[config.mk]
export PLATFORM = sky130hd
export DESIGN_NAME = lp_handshake_reg
export DESIGN_NICKNAME = d
export VERILOG_FILES = /design/src/rtl/lph_pkg.sv /design/src/rtl/lph_seq.sv /design/src/rtl/lph_ctrl.sv /design/src/rtl/lph_status.sv /design/src/rtl/lp_handshake_reg.sv
export SDC_FILE = /design/constraint.sdc
export NUM_CORES = 1
export LEC_CHECK = 0
export ABC_CLOCK_PERIOD_IN_PS = 1770
export BUFFER_PORTS_ARGS = -buffer_cell sky130_fd_sc_hd__buf_2
export CORE_MARGIN = 2
export CORE_UTILIZATION = 34
export CTS_CLUSTER_DIAMETER = 100
export DETAILED_ROUTE_END_ITERATION = 8
export MAX_ROUTING_LAYER = met4
export SLEW_MARGIN = 10
export SYNTH_ARGS = -nofsm -noshare
export SYNTH_HDL_FRONTEND = slang
export SYNTH_HIERARCHICAL = 1
export SYNTH_SLANG_ARGS = --single-unit
[constraint.sdc]
create_clock -name clk -period 1.77 [get_ports clk]
set_clock_uncertainty 0.1 [all_clocks]
set_input_delay 0.177 -clock clk [delete_from_list [all_inputs] [get_ports clk]]
set_output_delay 0.177 -clock clk [all_outputs]
set_load 0.02 [all_outputs]
[src/rtl/lph_pkg.sv]
// Shared definitions for the low-power handshake register.
// Assumes a register port of at least 2 address bits and 4 data bits.
package lph_pkg;

    // Register addresses
    typedef enum logic [1:0] {
        SEL_CTRL = 2'd0,
        SEL_STAT = 2'd1,
        SEL_IE   = 2'd2,
        SEL_NONE = 2'd3
    } lph_sel_e;

    // Control register bit positions
    localparam int unsigned CTRL_SLEEP  = 0;
    localparam int unsigned CTRL_NOTIFY = 1;
    localparam int unsigned CTRL_BUSY   = 2;
    localparam int unsigned CTRL_STATE  = 3;

    // Status / enable bit positions
    localparam int unsigned SRC_DONE = 0;
    localparam int unsigned SRC_WAKE = 1;
    localparam int unsigned N_SRC    = 2;

endpackage

[src/rtl/lph_seq.sv]
// Transition sequencer: carries out a state move over LATENCY cycles.
// Assumes start_i is only raised while busy_o is low. With LATENCY == 0
// the state moves on the accepting edge and busy_o never rises.
module lph_seq #(
    parameter int unsigned LATENCY = 8
) (
    input  logic clk,
    input  logic rst_n,
    input  logic start_i,
    input  logic target_i,
    output logic busy_o,
    output logic lp_o,
    output logic done_o
);
    localparam int unsigned CNT_W = (LATENCY > 1) ? $clog2(LATENCY) : 1;

    generate
        if (LATENCY == 0) begin : g_instant
            logic lp_q;

            // Immediate state update on an accepted move
            always_ff @(posedge clk) begin
                if (!rst_n)       lp_q <= 1'b0;
                else if (start_i) lp_q <= target_i;
            end

            assign busy_o = 1'b0;
            assign lp_o   = lp_q;
            assign done_o = start_i;
        end else begin : g_timed
            logic [CNT_W-1:0] cnt_q;
            logic             busy_q;
            logic             tgt_q;
            logic             lp_q;

            // Count down the move window and commit the target at its end
            always_ff @(posedge clk) begin
                if (!rst_n) begin
                    cnt_q  <= '0;
                    busy_q <= 1'b0;
                    tgt_q  <= 1'b0;
                    lp_q   <= 1'b0;
                end else if (busy_q) begin
                    if (cnt_q == '0) begin
                        busy_q <= 1'b0;
                        lp_q   <= tgt_q;
                    end else begin
                        cnt_q <= cnt_q - 1'b1;
                    end
                end else if (start_i) begin
                    busy_q <= 1'b1;
                    cnt_q  <= CNT_W'(LATENCY - 1);
                    tgt_q  <= target_i;
                end
            end

            assign busy_o = busy_q;
            assign lp_o   = lp_q;
            assign done_o = busy_q && (cnt_q == '0);
        end
    endgenerate

endmodule

[src/rtl/lph_ctrl.sv]
// Control register: holds the sleep request and notify bits. It accepts
// a write only when no move is in flight and forces notify on exit.
// Assumes lp_i and busy_i come from the sequencer.
module lph_ctrl (
    input  logic clk,
    input  logic rst_n,
    input  logic wr_ctrl_i,
    input  logic wd_sleep_i,
    input  logic wd_notify_i,
    input  logic busy_i,
    input  logic lp_i,
    output logic req_o,
    output logic notify_o,
    output logic start_o,
    output logic target_o
);
    logic req_q;
    logic notify_q;
    logic accept;

    assign accept = wr_ctrl_i && !busy_i;

    // Capture request bits on an accepted write
    always_ff @(posedge clk) begin
        if (!rst_n) begin
            req_q    <= 1'b0;
            notify_q <= 1'b0;
        end else if (accept) begin
            req_q    <= wd_sleep_i;
            notify_q <= wd_notify_i | (lp_i & ~wd_sleep_i);
        end
    end

    assign req_o    = req_q;
    assign notify_o = notify_q;
    assign start_o  = accept && (wd_sleep_i != lp_i);
    assign target_o = wd_sleep_i;

endmodule

[src/rtl/lph_status.sv]
// Sticky status bits with write-one-to-clear, per-bit enables and the
// combined interrupt. A set wins over a clear in the same cycle.
module lph_status #(
    parameter int unsigned NSRC = 2
) (
    input  logic            clk,
    input  logic            rst_n,
    input  logic [NSRC-1:0] set_i,
    input  logic            wr_stat_i,
    input  logic            wr_ie_i,
    input  logic [NSRC-1:0] wd_i,
    output logic [NSRC-1:0] stat_o,
    output logic [NSRC-1:0] ie_o,
    output logic            irq_o
);
    logic [NSRC-1:0] stat_q;
    logic [NSRC-1:0] ie_q;

    generate
        for (genvar g = 0; g < NSRC; g++) begin : g_bit
            // One sticky status bit
            always_ff @(posedge clk) begin
                if (!rst_n) stat_q[g] <= 1'b0;
                else        stat_q[g] <= set_i[g] | (stat_q[g] & ~(wr_stat_i & wd_i[g]));
            end
        end
    endgenerate

    // Enable mask register
    always_ff @(posedge clk) begin
        if (!rst_n)       ie_q <= '0;
        else if (wr_ie_i) ie_q <= wd_i;
    end

    assign stat_o = stat_q;
    assign ie_o   = ie_q;
    assign irq_o  = |(stat_q & ie_q);

endmodule

[src/rtl/lp_handshake_reg.sv]
// Top of the low-power handshake register. It decodes the register port,
// ties the control, sequencer and status blocks together and builds the
// read mux. Assumes DATA_W >= 4 and ADDR_W >= 2; upper address bits must
// be zero for a register hit.
module lp_handshake_reg #(
    parameter int unsigned ADDR_W  = 2,
    parameter int unsigned DATA_W  = 8,
    parameter int unsigned LATENCY = 8
) (
    input  logic              clk,
    input  logic              rst_n,
    input  logic              reg_wr_i,
    input  logic [ADDR_W-1:0] reg_addr_i,
    input  logic [DATA_W-1:0] reg_wdata_i,
    output logic [DATA_W-1:0] reg_rdata_o,
    input  logic              peer_pending_i,
    output logic              lp_state_o,
    output logic              irq_o
);
    import lph_pkg::*;

    logic hit_ctrl, hit_stat, hit_ie;
    logic wr_ctrl, wr_stat, wr_ie;
    logic busy_w, lp_w, done_w;
    logic req_q, notify_q, start_w, target_w;
    logic [N_SRC-1:0] set_w, stat_w, ie_w;
    logic unused_wdata;

    assign hit_ctrl = (reg_addr_i == ADDR_W'(SEL_CTRL));
    assign hit_stat = (reg_addr_i == ADDR_W'(SEL_STAT));
    assign hit_ie   = (reg_addr_i == ADDR_W'(SEL_IE));
    assign wr_ctrl  = reg_wr_i && hit_ctrl;
    assign wr_stat  = reg_wr_i && hit_stat;
    assign wr_ie    = reg_wr_i && hit_ie;
    assign unused_wdata = ^reg_wdata_i[DATA_W-1:2];

    lph_ctrl u_ctrl (
        .clk        (clk),
        .rst_n      (rst_n),
        .wr_ctrl_i  (wr_ctrl),
        .wd_sleep_i (reg_wdata_i[CTRL_SLEEP]),
        .wd_notify_i(reg_wdata_i[CTRL_NOTIFY]),
        .busy_i     (busy_w),
        .lp_i       (lp_w),
        .req_o      (req_q),
        .notify_o   (notify_q),
        .start_o    (start_w),
        .target_o   (target_w)
    );

    lph_seq #(.LATENCY(LATENCY)) u_seq (
        .clk     (clk),
        .rst_n   (rst_n),
        .start_i (start_w),
        .target_i(target_w),
        .busy_o  (busy_w),
        .lp_o    (lp_w),
        .done_o  (done_w)
    );

    assign set_w[SRC_DONE] = done_w && notify_q;
    assign set_w[SRC_WAKE] = lp_w && peer_pending_i;

    lph_status #(.NSRC(N_SRC)) u_stat (
        .clk      (clk),
        .rst_n    (rst_n),
        .set_i    (set_w),
        .wr_stat_i(wr_stat),
        .wr_ie_i  (wr_ie),
        .wd_i     (reg_wdata_i[N_SRC-1:0]),
        .stat_o   (stat_w),
        .ie_o     (ie_w),
        .irq_o    (irq_o)
    );

    // Read mux over the register map
    always_comb begin
        reg_rdata_o = '0;
        if (hit_ctrl) begin
            reg_rdata_o[CTRL_SLEEP]  = req_q;
            reg_rdata_o[CTRL_NOTIFY] = notify_q;
            reg_rdata_o[CTRL_BUSY]   = busy_w;
            reg_rdata_o[CTRL_STATE]  = lp_w;
        end else if (hit_stat) begin
            reg_rdata_o[N_SRC-1:0] = stat_w;
        end else if (hit_ie) begin
            reg_rdata_o[N_SRC-1:0] = ie_w;
        end
    end

    assign lp_state_o = lp_w;

endmodule

# == After elaboration in Yosys (flattened, before gate mapping) ==
# Index checks and enable logic that the tools add are counted.
# W data, S select, Z words.
# totals
reg_bits,12
out_inout_bits,10
# op_classes
addsub,1
eq_ne,4
mux,10
bitwise,13
n_reduce_logical,16
# ops
operator,n
$mux W3,3
$logic_and A1 B1 Y1,8
$mux W2,4
$reduce_and A2 Y1,3
$and A1 B1 Y1,5
$not A1 Y1,4
$logic_not A3 Y1,1
$mux W1,3
$or A1 B1 Y1,3
$sub A3 B1 Y3 const B,1
$and A2 B2 Y2,1
$eq A2 B1 Y1 const B,1
$eq A2 B2 Y1 const B,1
$logic_not A2 Y1,1
$ne A2 B2 Y1 const B,1
$reduce_bool A2 Y1,1
$reduce_or A2 Y1,1
$logic_not A1 Y1,1
$ne A1 B1 Y1,1

# == Depth between registers and ports, before layout ==
# logic_depth
word_depth,6
mapped_depth,7
ltp_nobuf,7

# == Hierarchy ==
# Netlist, hierarchy kept.
# modules_own_cells
module,n_inst,cells_each,area_each_um2,seq_area_each_um2
lph_seq,1,29,279.0,120.1
lph_status,1,15,151.4,80.1
lp_handshake_reg,1,19,126.4,0.0
lph_ctrl,1,12,117.6,40.0

# == Worst setup path before layout ==
# No wires, ideal clock.
# synth_timing
path_type,register to register
startpoint,"reg u_seq.g_timed.lp_q, in the netlist u_seq/lp_o"
endpoint,reg u_seq.g_timed.tgt_q
setup_time_ns,0.116
arrival_time_ns,1.291
t_required_ns,1.554
setup_slack_ns,0.263
path_stages_with_launch,6
synth_period_minus_slack_ns,1.507
path_cell_list,dfxtp_1 -> ha_1 -> nor2b_1 -> nor2b_1 -> mux2i_1 -> nor2b_1
# synth_via
elab_chain_len,3
# synth_rtl
element,line,rtl
"start, declared",lph_seq.sv:34,logic lp_q;
"start signal, assigned",lph_seq.sv:46,lp_q <= tgt_q;
$ne A1 B1 Y1,lph_ctrl.sv:36,assign start_o = accept && (wd_sleep_i != lp_i);
$logic_and A1 B1 Y1,lph_ctrl.sv:36,
net start_w,lp_handshake_reg.sv:25,"logic req_q, notify_q, start_w, target_w;"
$reduce_and A2 Y1 (no source line),--,
"end signal, assigned",lph_seq.sv:53,tgt_q <= target_i;
"end, declared",lph_seq.sv:33,logic tgt_q;
# The timed path passes the listed nets, and every way through them passes these cells.
# A chain may end at the register's enable or synchronous reset.

# == Final worst setup path ==
# Same ends and word-level chain as after synthesis.

==> impl_metrics.json <==
{
  "status": "finished clean",
  "critPathArrivalTime_ps": 1550,
  "cts_resized": 0,
  "numCtsBuffers": 3,
  "rrSetupSlack_ps": 280,
  "cts_tree": "done",
  "multi_input_area_um2": 389,
  "grtUsageMet2": 0.229,
  "synth_cell_types": 23,
  "clk_latency_ps": 260,
  "gr-usage-met3": 0.0340,
  "cp-start-kind": "flip-flop",
  "fill_cells": 208,
  "synth_top_area_frac": 0.356,
  "synthTopCellsByArea": "dfxtp_1, mux2i_1, and2_1",
  "cp_common_cell": "nor2b_1",
  "maxCapViolations": 0,
  "grt.busiest_layer": "met2",
  "drc": 0,
  "cts_setup_buffers": 0,
  "final.setup.tns_ps": 0,
  "synthesis.area_um2": 674,
  "critical_path_class": "flip-flop to flip-flop",
  "cts-root-buf": "clkbuf_4",
  "ir_drop_mv": 0.300,
  "path_max_fanout": 5,
  "wl_per_cell_um": 11.6,
  "finalHoldViolations": 0,
  "final_net_count": 109,
  "grt_max_degree": 14,
  "worstPathRequired_ps": 1830,
  "place_congestion": 0.683,
  "grt_antenna_before_repair": 0,
  "max_freq_ghz": 0.670,
  "critPathSlowestCell": "dfxtp_1",
  "clk_pin_slew_ps": 70,
  "coreArea_um2": 1920,
  "slowest_delay_ps": 390,
  "clockBufferDepth": 2,
  "diodes": 0,
  "min_period_ps": 1490,
  "ant_nets": 0,
  "endpoint_kind": "flip-flop",
  "crit_chain": "ha_1, nor2b_1, nor2b_1, mux2i_1, nor2b_1",
  "powerDensity_nw_per_um2": 670,
  "hold_ws_ps": 49.7,
  "track_usage": 0.137,
  "via_per_inst": 4.65,
  "cellLeakagePower_nw": 0.364,
  "yosysTopAreaCell": "dfxtp_1",
  "cts_hold_buf": 0,
  "vias": 544,
  "dr.pass1.iters": 4,
  "clock-sinks": 12,
  "synth_common_cells": "dfxtp_1, and2_1, nor2b_1",
  "maxSlewViolCount": 0,
  "start_util": 0.351,
  "yosysMostFrequentCell": "dfxtp_1",
  "total_power_mw": 0.520,
  "final_area_um2": 777,
  "drive_gt1_frac": 0.233,
  "synthCells": 75,
  "htreeDepth": 1,
  "rsz0062_at_grt": "false",
  "yosysSeqAreaShare": 0.356,
  "dp_hpwl_mm": 1.03,
  "grt-ovfl-total": 0,
  "ios": 24,
  "num_rows": 16,
  "synth_ff_type": "dfxtp_1",
  "yosys_warnings": 6,
  "grtUsageMet1": 0.151,
  "grt_pass1_wl_mm": 2.43,
  "synth_seq_cells": 12,
  "grt_pass1_vias": 568,
  "min_period_over_period": 0.843,
  "dieArea_um2": 2360,
  "setup_viol": 0,
  "fp.dieW_um": 48.5,
  "worstHoldPathType": "input port to flip-flop",
  "portBuffers": 13,
  "wl_mm": 1.35,
  "async_flop_share": 0,
  "syn_to_final_growth_pct": 15.2,
  "die_y_um": 48.5,
  "seq_area_um2": 240,
  "place_area_um2": 754,
  "syn_area_per_cell_um2": 8.99,
  "synth_edf_count": 0,
  "drt_iter0_markers": 8
}
## layout by cell type, fill, tap and decap left out, drive strengths merged, types with 4 or more instances in the layout
cell / n
and2: 8
buf: 14
conb: 4
dfxtp: 12
inv: 5
mux2i: 6
nand2: 4
nor2: 5
nor2b: 8
## worst paths after layout
| path | from | endpoint | depth (start not counted) |
|---|---|---|---|
| hold / removal | reg_wdata_i[1] | u_stat/stat_o[1] | 2 |
| setup reg to reg | u_seq/lp_o | u_seq/g_timed.tgt_q | 5 |
| setup / recovery | u_seq/lp_o | u_seq/g_timed.tgt_q | 5 |
| hold reg to reg | u_seq/g_timed.tgt_q | u_seq/lp_o | 2 |
## metal layers
metal | part of all wire | vias up
met4 | 0 | 0
met5 | 0 | -
met1 | 0.48 | 251
li1 | - | 275
met3 | 0.046 | 0
met2 | 0.47 | 18
## power by group
part | internal (mW) | switching (mW) | total, mW | leakage [nW]
combinational | 0.0310 | 0.0436 | 0.0745 | 0.253
clock | 0.0785 | 0.0816 | 0.160 | 0.0138
sequential | 0.279 | 0.00655 | 0.286 | 0.0974
total | 0.389 | 0.132 | 0.520 | 0.364
## cell families (layout without fill, tap and decap cells)
logic type / Yosys count / after routing / share of synthesized area
DFF: 12 / 12 / 0.356
muxes: 6 / 6 / 0.0891
adders and majority gates: 3 / 3 / 0.0557
other: 1 / 4 / 0.00556
AOI/OAI and AO/OA: 12 / 12 / 0.137
buffers and inverters: 10 / 22 / 0.0835
and+or+nand+nor: 31 / 31 / 0.273
## state kept, by name (all words and copies together) (netlist names)
signal               count
u_seq/g_timed.cnt_q      3
u_stat/ie_o              2
u_stat/stat_o            2
u_ctrl/notify_o          1
u_ctrl/req_o             1
u_seq/busy_o             1
u_seq/g_timed.tgt_q      1
u_seq/lp_o               1
## worst max-delay path, delay by kind of cell (launching register included)
family	cells	cell delay, ps
and+or+nand+nor	3	450
DFF	1	390
adders and majority gates	1	250
muxes	1	210
## through the flow
stage | utilization | std cells | worst slack (ps)
finish | 0.404 | 117 | 277
global placement | 0.393 | 114 | 126
floorplan | - | 78 | 263
global route | 0.404 | 117 | 121
CTS | 0.404 | 117 | 282
detailed placement | 0.393 | 114 | 127
## area by class of cell
type / count / share of cell area
Sequential cell: 12 / 0.309
Inverter: 5 / 0.0242
Tap cell: 27 / 0.0435
Timing Repair Buffer: 14 / 0.0934
Clock buffer: 3 / 0.0290
Multi-Input combinational cell: 56 / 0.501
(Power assumes the default switching activity.)
